--- src/rtl/usb_ep_ctl_pkg.sv ---
package usb_ep_ctl_pkg;
  localparam int CTRL_W   = 4;
  localparam int B_FIFO   = 0;
  localparam int B_DPAUSE = 1;
  localparam int B_TRST   = 2;
  localparam int B_STALL  = 3;
  // bits that hold state; toggle-reset is an action and never stored
  localparam logic [CTRL_W-1:0] HELD_MASK = ~(CTRL_W'(1) << B_TRST);

  typedef enum logic [1:0] {
    GATE_OPEN,
    GATE_DRAIN,
    GATE_SHUT
  } gate_e;
endpackage

--- src/rtl/usb_ep_ctl_regs.sv ---
module usb_ep_ctl_regs
  import usb_ep_ctl_pkg::*;
(
  input  logic              clk,
  input  logic              rst_n,
  input  logic [CTRL_W-1:0] set_stb,
  input  logic [CTRL_W-1:0] clr_stb,
  input  logic              setup_rx,
  output logic [CTRL_W-1:0] ctrl_q,
  output logic              fifo_release,
  output logic              tgl_reset,
  output logic              pause_cleared
);
  logic [CTRL_W-1:0] nxt;

  always_comb begin
    for (int i = 0; i < CTRL_W; i++) begin
      if (set_stb[i])      nxt[i] = 1'b1;
      else if (clr_stb[i]) nxt[i] = 1'b0;
      else                 nxt[i] = ctrl_q[i];
    end
    if (setup_rx) nxt[B_STALL] = 1'b0;
  end

  always_ff @(posedge clk or negedge rst_n) begin
    if (!rst_n) ctrl_q <= '0;
    else        ctrl_q <= nxt & HELD_MASK;
  end

  assign fifo_release  = clr_stb[B_FIFO] & ~set_stb[B_FIFO];
  assign tgl_reset     = set_stb[B_TRST];
  assign pause_cleared = clr_stb[B_DPAUSE] & ~set_stb[B_DPAUSE];
endmodule

--- src/rtl/usb_ep_ctl_seq.sv ---
module usb_ep_ctl_seq #(
  parameter int NUM_BANKS = 2
) (
  input  logic clk,
  input  logic rst_n,
  input  logic tgl_reset,
  input  logic pkt_done,
  input  logic fifo_release,
  output logic data_tgl,
  output logic cur_bank
);
  always_ff @(posedge clk or negedge rst_n) begin
    if (!rst_n)         data_tgl <= 1'b0;
    else if (tgl_reset) data_tgl <= 1'b0;
    else if (pkt_done)  data_tgl <= ~data_tgl;
  end

  generate
    if (NUM_BANKS > 1) begin : g_pingpong
      always_ff @(posedge clk or negedge rst_n) begin
        if (!rst_n)            cur_bank <= 1'b0;
        else if (fifo_release) cur_bank <= ~cur_bank;
      end
    end else begin : g_single
      logic unused_rel;
      assign unused_rel = fifo_release;
      assign cur_bank   = 1'b0;
    end
  endgenerate
endmodule

--- src/rtl/usb_ep_ctl_gate.sv ---
module usb_ep_ctl_gate
  import usb_ep_ctl_pkg::*;
(
  input  logic clk,
  input  logic rst_n,
  input  logic pause_en,
  input  logic pause_cleared,
  input  logic irq_evt,
  input  logic irq_new_bank,
  input  logic irq_clr,
  input  logic dma_want,
  input  logic dma_active,
  output logic dma_req
);
  gate_e st, st_nxt;

  always_comb begin
    st_nxt = st;
    if (irq_evt && pause_en) begin
      if (irq_new_bank && dma_active && st != GATE_SHUT) st_nxt = GATE_DRAIN;
      else                                              st_nxt = GATE_SHUT;
    end else if (irq_clr || pause_cleared) begin
      st_nxt = GATE_OPEN;
    end else if (st == GATE_DRAIN && !dma_active) begin
      st_nxt = GATE_SHUT;
    end
  end

  always_ff @(posedge clk or negedge rst_n) begin
    if (!rst_n) st <= GATE_OPEN;
    else        st <= st_nxt;
  end

  always_comb begin
    unique case (st)
      GATE_OPEN:  dma_req = dma_want;
      GATE_DRAIN: dma_req = dma_want & dma_active;
      default:    dma_req = 1'b0;
    endcase
    if (!rst_n) dma_req = 1'b0;
  end
endmodule

--- src/rtl/usb_ep_ctl.sv ---
module usb_ep_ctl
  import usb_ep_ctl_pkg::*;
#(
  parameter int NUM_BANKS = 2
) (
  input  logic              clk,
  input  logic              rst_n,
  input  logic [CTRL_W-1:0] set_stb,
  input  logic [CTRL_W-1:0] clr_stb,
  input  logic              irq_evt,
  input  logic              irq_new_bank,
  input  logic              irq_clr,
  input  logic              setup_rx,
  input  logic              pkt_done,
  input  logic              dma_want,
  input  logic              dma_active,
  output logic              dma_req,
  output logic              data_tgl,
  output logic              stall_req,
  output logic              cur_bank,
  output logic [CTRL_W-1:0] ctrl_q
);
  logic fifo_release, tgl_reset, pause_cleared;

  usb_ep_ctl_regs u_regs (
    .clk(clk), .rst_n(rst_n), .set_stb(set_stb), .clr_stb(clr_stb),
    .setup_rx(setup_rx), .ctrl_q(ctrl_q), .fifo_release(fifo_release),
    .tgl_reset(tgl_reset), .pause_cleared(pause_cleared)
  );

  usb_ep_ctl_seq #(.NUM_BANKS(NUM_BANKS)) u_seq (
    .clk(clk), .rst_n(rst_n), .tgl_reset(tgl_reset), .pkt_done(pkt_done),
    .fifo_release(fifo_release), .data_tgl(data_tgl), .cur_bank(cur_bank)
  );

  usb_ep_ctl_gate u_gate (
    .clk(clk), .rst_n(rst_n), .pause_en(ctrl_q[B_DPAUSE]),
    .pause_cleared(pause_cleared), .irq_evt(irq_evt),
    .irq_new_bank(irq_new_bank), .irq_clr(irq_clr), .dma_want(dma_want),
    .dma_active(dma_active), .dma_req(dma_req)
  );

  assign stall_req = ctrl_q[B_STALL];
endmodule

--- config.mk ---
export PLATFORM = sky130hd
export DESIGN_NAME = usb_ep_ctl
export DESIGN_NICKNAME = d
export VERILOG_FILES = /design/src/rtl/usb_ep_ctl_pkg.sv /design/src/rtl/usb_ep_ctl_regs.sv /design/src/rtl/usb_ep_ctl_seq.sv /design/src/rtl/usb_ep_ctl_gate.sv /design/src/rtl/usb_ep_ctl.sv
export SDC_FILE = /design/constraint.sdc
export NUM_CORES = 1
export LEC_CHECK = 0
export CAP_MARGIN = 40
export CORE_AREA = 8 8 45 47
export DETAILED_ROUTE_END_ITERATION = 10
export DIE_AREA = 0 0 53 55
export GPL_TIMING_DRIVEN = 0
export PLACE_DENSITY = 0.75
export SLEW_MARGIN = 20
export SYNTH_ARGS = -nofsm -noshare
export SYNTH_HDL_FRONTEND = slang
export SYNTH_SLANG_ARGS = --single-unit
--- constraint.sdc ---
create_clock -name clk -period 1.35 [get_ports clk]
set_input_delay 0.27 -clock clk [delete_from_list [all_inputs] [get_ports clk]]
set_output_delay 0.27 -clock clk [all_outputs]
set_load 0.1 [all_outputs]
### After elaboration in Yosys (flattened, before gate mapping)

Index checks and enable logic that the tools add are counted.

| word-level totals | value |
|---|---|
| word-level logic and storage cells | 42 |
| bits in registers | 7 |
| output and inout port bits | 8 |

| operators by class | value |
|---|---|
| reduce and logical (&&, ||, !) cells | 12 |
| muxes and demuxes | 15 |
| bitwise operators | 7 |
| eq/ne operators | 2 |

Operator list:

| operator | count |
|---|---|
| 1-bit two-way mux | 10 |
| 2-bit two-way mux | 4 |
| 2-bit nonzero test | 3 |
| 3-bit nonzero test | 2 |
| 1-bit logical AND | 4 |
| 1-bit inverter | 4 |
| 1-bit AND | 3 |
| 2-bit by 1-bit equality test with 1-bit output (second input constant) | 1 |
| 2-bit zero test | 1 |
| 2-bit inequality test (second input constant) | 1 |
| 1-bit case mux with 2 select lines | 1 |
| 1-bit zero test | 1 |
| 1-bit logical OR | 1 |

### Logic depth before layout (Yosys ltp)

| depth | value |
|---|---|
| depth after elaboration | 5 |
| gate-level depth with buffers | 3 |

### By module

Synthesis repeated with hierarchy kept, for this count alone.

| unflattened totals | value |
|---|---|
| cell total of the unflattened synthesis | 37 |
| area total of the unflattened synthesis | 350.3 µm² |

Modules (own cells, without submodules):

| module | area each (µm²) | cells an instance | sequential area each (µm²) | times used |
|---|---|---|---|---|
| usb_ep_ctl_regs | 142.6 | 15 | 75.1 | 1 |
| usb_ep_ctl_gate | 128.9 | 16 | 50.0 | 1 |
| usb_ep_ctl_seq | 71.3 | 5 | 50.0 | 1 |
| usb_ep_ctl | 7.5 | 1 | 0.0 | 1 |

### Worst setup path after synthesis

Ideal clock, no wire load.

| timing path | value |
|---|---|
| path type | reg-to-output |
| start point | register u_gate.st[0] |
| end point | output port dma_req |
| data required time | 1080 ps |
| arrival time | 2589 ps |
| stages on the path, launching flop included | 3 |
| slack | -1509 ps |
| cells stage by stage | dfrtp_1 nor2b_1 nor3_1 |

| on the way | value |
|---|---|
| longest elaborated chain between the ends | 3 |

Ends and longest elaborated chain:

| what | RTL line | text |
|---|---|---|
| from (decl) | usb_ep_ctl_gate.sv:15 | `gate_e st, st_nxt;` |
| from (signal assigned) | usb_ep_ctl_gate.sv:31 | `else st <= st_nxt;` |
| 2-bit by 1-bit equality test with 1-bit output / 2-bit zero test (equally long branches) | usb_ep_ctl_gate.sv:35 | `unique case (st)` |
| 1-bit case mux with 2 select lines * | usb_ep_ctl_gate.sv:35 |  |
| 1-bit two-way mux * | usb_ep_ctl_gate.sv:40 | `if (!rst_n) dma_req = 1'b0;` |
| to (decl) | usb_ep_ctl.sv:17 | `output logic dma_req,` |

Every way passes the cells marked *; elsewhere a longest branch is shown, timed or not.

### Worst setup path in the final report

Ends and elaborated chain as after synthesis.

==> impl_results.html <==
<table>
<tr><th>Metric</th><th>Value</th></tr>
<tr><th colspan="2">Finish</th></tr>
<tr><td>Fill cell count</td><td>117</td></tr>
<tr><td>Finished Cell Area</td><td>779 µm²</td></tr>
<tr><td>Final layout net count</td><td>89</td></tr>
<tr><td>Layout cells sized above 1</td><td>0.310</td></tr>
<tr><td>Inserted Diodes</td><td>0</td></tr>
<tr><td>Area added between synthesis and finish</td><td>111%</td></tr>
<tr><th colspan="2">Run status</th></tr>
<tr><td>Failing checks</td><td>setup timing</td></tr>
<tr><td>Outcome</td><td>finished, violations left</td></tr>
<tr><th colspan="2">Synth</th></tr>
<tr><td>Avg Cell Area, Syn</td><td>9.23 µm²</td></tr>
<tr><td>Number of warning messages in the yosys log</td><td>0</td></tr>
<tr><td>Library cell occupying the most area in the post-synthesis netlist</td><td>dfrtp_1</td></tr>
<tr><td>Seq/Total Area, Yosys</td><td>0.475</td></tr>
<tr><td>Cell types with the largest area share after synthesis</td><td>dfrtp_1, buf_4, xnor2_1, a21o_1, inv_1</td></tr>
<tr><td>Register bit count reported by yosys</td><td>7</td></tr>
<tr><td>Distinct cell type count after synthesis</td><td>19</td></tr>
<tr><td>Cell count after synthesis</td><td>40</td></tr>
<tr><td>Cell area after synthesis</td><td>369 µm²</td></tr>
<tr><td>Syn_nets</td><td>57</td></tr>
<tr><td>Fraction of post-synthesis cell area in the top cell type by area</td><td>0.475</td></tr>
<tr><th colspan="2">STA</th></tr>
<tr><td>Ratio of final minimum period to clock period</td><td>1.08</td></tr>
<tr><td>Worst Hold Slack</td><td>0.439 ns</td></tr>
<tr><td>Total Negative Setup Slacks</td><td>-0.111 ns</td></tr>
<tr><td>Setup repair after global routing missed its margin</td><td>yes</td></tr>
<tr><td>Final Skew</td><td>0.00213 ns</td></tr>
<tr><td>Min cycle time layout</td><td>1.46 ns</td></tr>
<tr><td>Fmax</td><td>0.684 GHz</td></tr>
<tr><td>Fin. max-slew vios</td><td>0</td></tr>
<tr><td>Final count of negative-setup-slack endpoints</td><td>1</td></tr>
<tr><td>Final Hold Fails</td><td>0</td></tr>
<tr><td>Final setup margin</td><td>-0.111 ns</td></tr>
<tr><th colspan="2">Detailed routing</th></tr>
<tr><td>TritonRoute pass-1 iters</td><td>2</td></tr>
<tr><td>Starting DRC count in detailed routing</td><td>2</td></tr>
<tr><td>Routed wire length</td><td>1.16 mm</td></tr>
<tr><td>DRC errors left</td><td>0</td></tr>
<tr><td>Average vias per placed instance</td><td>4.53</td></tr>
<tr><td>Routed length per placed instance</td><td>13.3 µm</td></tr>
<tr><td>Via count</td><td>394</td></tr>
<tr><td>Remaining number of nets flagged by the antenna check after routing</td><td>0</td></tr>
<tr><th colspan="2">Place</th></tr>
<tr><td># port buffers</td><td>22</td></tr>
<tr><td>Final Wtd Congestion</td><td>0.643</td></tr>
<tr><td>Post-detailed-placement half-perimeter wirelength</td><td>884 µm</td></tr>
<tr><td>Total placed instance area</td><td>739 µm²</td></tr>
<tr><th colspan="2">Clock tree</th></tr>
<tr><td>Clock H-tree levels</td><td>1</td></tr>
<tr><td>Skew-Pair Late Insertion Delay</td><td>0.24 ns</td></tr>
<tr><td># clock sinks</td><td>7</td></tr>
<tr><td>Number of buffers added by the clock tree synthesis step</td><td>3</td></tr>
<tr><td>Clk buf depth</td><td>2</td></tr>
<tr><td>Clock tree from TritonCTS</td><td>yes</td></tr>
<tr><td>Clock Pin Slew Worst Setup and Hold Paths</td><td>0.05 ns</td></tr>
<tr><td>Master cell of the clock root buffer</td><td>clkbuf_4</td></tr>
<tr><th colspan="2">Floorplan</th></tr>
<tr><td>Die Y-Extent</td><td>55 µm</td></tr>
<tr><td>Cell Rows</td><td>14</td></tr>
<tr><td>Core area</td><td>1380 µm²</td></tr>
<tr><td>Io pins</td><td>25</td></tr>
<tr><td>Starting Density</td><td>0.267</td></tr>
<tr><td>Die Span X</td><td>53 µm</td></tr>
<tr><td>Die Area</td><td>2920 µm²</td></tr>
<tr><th colspan="2">Worst setup path</th></tr>
<tr><td>Startpoint Class</td><td>flop</td></tr>
<tr><td>Crit path largest cell delay</td><td>0.40 ns</td></tr>
<tr><td>Category of the worst setup path capture point</td><td>primary output</td></tr>
<tr><td>Peak fanout along the critical path</td><td>4</td></tr>
<tr><td>Slowest library cell on the worst path</td><td>dfrtp_1</td></tr>
<tr><td>Series of cell instances along the critical path</td><td>nor2b_4, nor3_4, buf_12</td></tr>
<tr><td>Required time at the endpoint of the critical path</td><td>1.08 ns</td></tr>
<tr><td>Worst Path Arrival</td><td>1.19 ns</td></tr>
<tr><td>Category of the most critical setup path</td><td>reg -&gt; out</td></tr>
<tr><th colspan="2">Global route</th></tr>
<tr><td>Number of antenna violations at the first check in global routing</td><td>0</td></tr>
<tr><td>Pin count of the biggest net entering global routing</td><td>8</td></tr>
<tr><td>Aggregate global-route resource usage</td><td>0.0847</td></tr>
<tr><td>First-pass GRT wire length</td><td>1.79 mm</td></tr>
<tr><td>Number of global-route vias before repair</td><td>428</td></tr>
<tr><td>Sum of overflow across all layers after global routing</td><td>0</td></tr>
<tr><th colspan="2">Min path</th></tr>
<tr><td>Classification of the worst-slack hold path</td><td>in -&gt; reg</td></tr>
<tr><th colspan="2">Power and ir drop</th></tr>
<tr><td>Peak ir drop on the vdd network</td><td>1.31 mV</td></tr>
<tr><td>Areal power density over the cells</td><td>1250 nW/µm²</td></tr>
<tr><td>Leakage power</td><td>0.362 nW</td></tr>
<tr><th colspan="2">Run</th></tr>
<tr><td>Total of max-cap violations</td><td>0</td></tr>
</table>
path summary, 6_finish.rpt:
kind	from	endpoint	slack [ns]	depth (start not counted)
setup / recovery	u_gate.st[0]	dma_req	-0.11	3
hold / removal	dma_active	u_gate.st[0]	0.44	3
setup reg to reg	u_regs.ctrl_q[1]	u_gate.st[0]	0.04	4
hold reg to reg	u_regs.ctrl_q[0]	u_regs.ctrl_q[0]	0.55	1
max in group asynchronous	rst_n	u_regs.ctrl_q[3]	0.52	2
min in group asynchronous	rst_n	u_seq.cur_bank	0.57	2
cells by family after synthesis:
logic type,after synthesis,share of synthesized area
AOI/OAI and AO/OA,6,0.119
xor gates and xnor gates,2,0.0475
buffers and inverters,7,0.102
DFF,7,0.475
other,1,0.0102
and+or+nand+nor,17,0.247
final cells by class:
class / count / area (µm²) / area share
Clock buffer: 4 / 26.3 / 0.0337
Sequential cell: 7 / 176 / 0.226
Buffer: 3 / 22.5 / 0.0289
Tap cell: 16 / 20.0 / 0.0257
Inverter: 4 / 15.0 / 0.0193
Timing Repair Buffer: 27 / 340 / 0.437
Multi-Input combinational cell: 26 / 179 / 0.230
per-stage QoR:
stage	utilization	setup WS (ns)	power, mW	std cells
4_1_cts	0.537	-0.171	0.973	84
5_1_grt	0.563	-0.167	1.02	87
3_3_place_gp	0.449	-1.37	0.664	78
3_5_place_dp	0.534	-0.940	0.810	85
2_1_floorplan	-	-0.211	0.544	40
6_report	0.563	-0.111	0.971	87
layer usage:
metal / GRT usage / share of wire / vias to the layer above
met5: 0 / 0 / -
met4: 0.0647 / 0 / 0
met3: 0.0455 / 0.12 / 0
met2: 0.143 / 0.54 / 17
met1: 0.0759 / 0.34 / 185
li1: - / - / 192
repair_timing:
item,in CTS,in global routing
hold endpoints to repair,7,0
setup buffers,1,3
gates resized for setup,8,4
endpoints found under the setup margin,7,2
hold buffers,1,0
pin swaps,0,2
cells in the final DEF (no fill, tap or decap):
| cell | synthesis | routed |
|---|---|---|
| nor4_1 | 1 | 1 |
| a211o_1 | 1 | 1 |
| nor2b_4 | 0 | 1 |
| clkbuf_4 | 0 | 3 |
| clkdlybuf4s50_1 | 0 | 13 |
| dfrtp_1 | 7 | 6 |
| or4_1 | 2 | 1 |
| nand2_1 | 4 | 4 |
| nor2b_1 | 2 | 1 |
| dlygate4sd3_1 | 0 | 1 |
| or4_4 | 0 | 1 |
| dlymetal6s2s_1 | 0 | 1 |
| a21o_1 | 2 | 2 |
| nor2_1 | 3 | 3 |
| buf_4 | 3 | 7 |
| xnor2_1 | 2 | 2 |
| a31oi_1 | 1 | 1 |
| dfrtp_2 | 0 | 1 |
| clkdlybuf4s15_1 | 0 | 1 |
| buf_16 | 0 | 1 |
| a21oi_1 | 1 | 1 |
| and2_4 | 1 | 1 |
| o2111ai_1 | 1 | 1 |
| nor3_4 | 0 | 1 |
| buf_12 | 0 | 6 |
| nand3_1 | 1 | 1 |
| inv_1 | 4 | 4 |
| conb_1 | 1 | 1 |
| nand2b_1 | 2 | 2 |
| clkbuf_1 | 0 | 1 |
power breakdown:
part / switching (mW) / internal [mW] / leakage, nW / total [mW]
registers: 0.0449 / 0.240 / 0.0836 / 0.285
clock network: 0.0718 / 0.112 / 0.0150 / 0.184
logic: 0.284 / 0.218 / 0.263 / 0.502
total: 0.401 / 0.570 / 0.362 / 0.971
synth_stat cells:
cell,n
xnor2_1,2
and2_4,1
o2111ai_1,1
nand2b_1,2
a21o_1,2
a31oi_1,1
nor2b_1,2
nand3_1,1
dfrtp_1,7
a21oi_1,1
nor4_1,1
conb_1,1
a211o_1,1
nor2_1,3
inv_1,4
buf_4,3
nor3_1,1
or4_1,2
nand2_1,4
worst max-delay path: cells and delay by family, from the launching register on:
family | cells | cell delay (ns)
buffers and inverters | 1 | 0.20
and+or+nand+nor | 2 | 0.35
DFF | 1 | 0.40
flip-flops by register name, indices dropped and copies added (netlist names):
register        cells
u_gate.st           2
u_seq.cur_bank      1
u_seq.data_tgl      1
u_regs.ctrl_q       3
(Power assumes the default switching activity.)
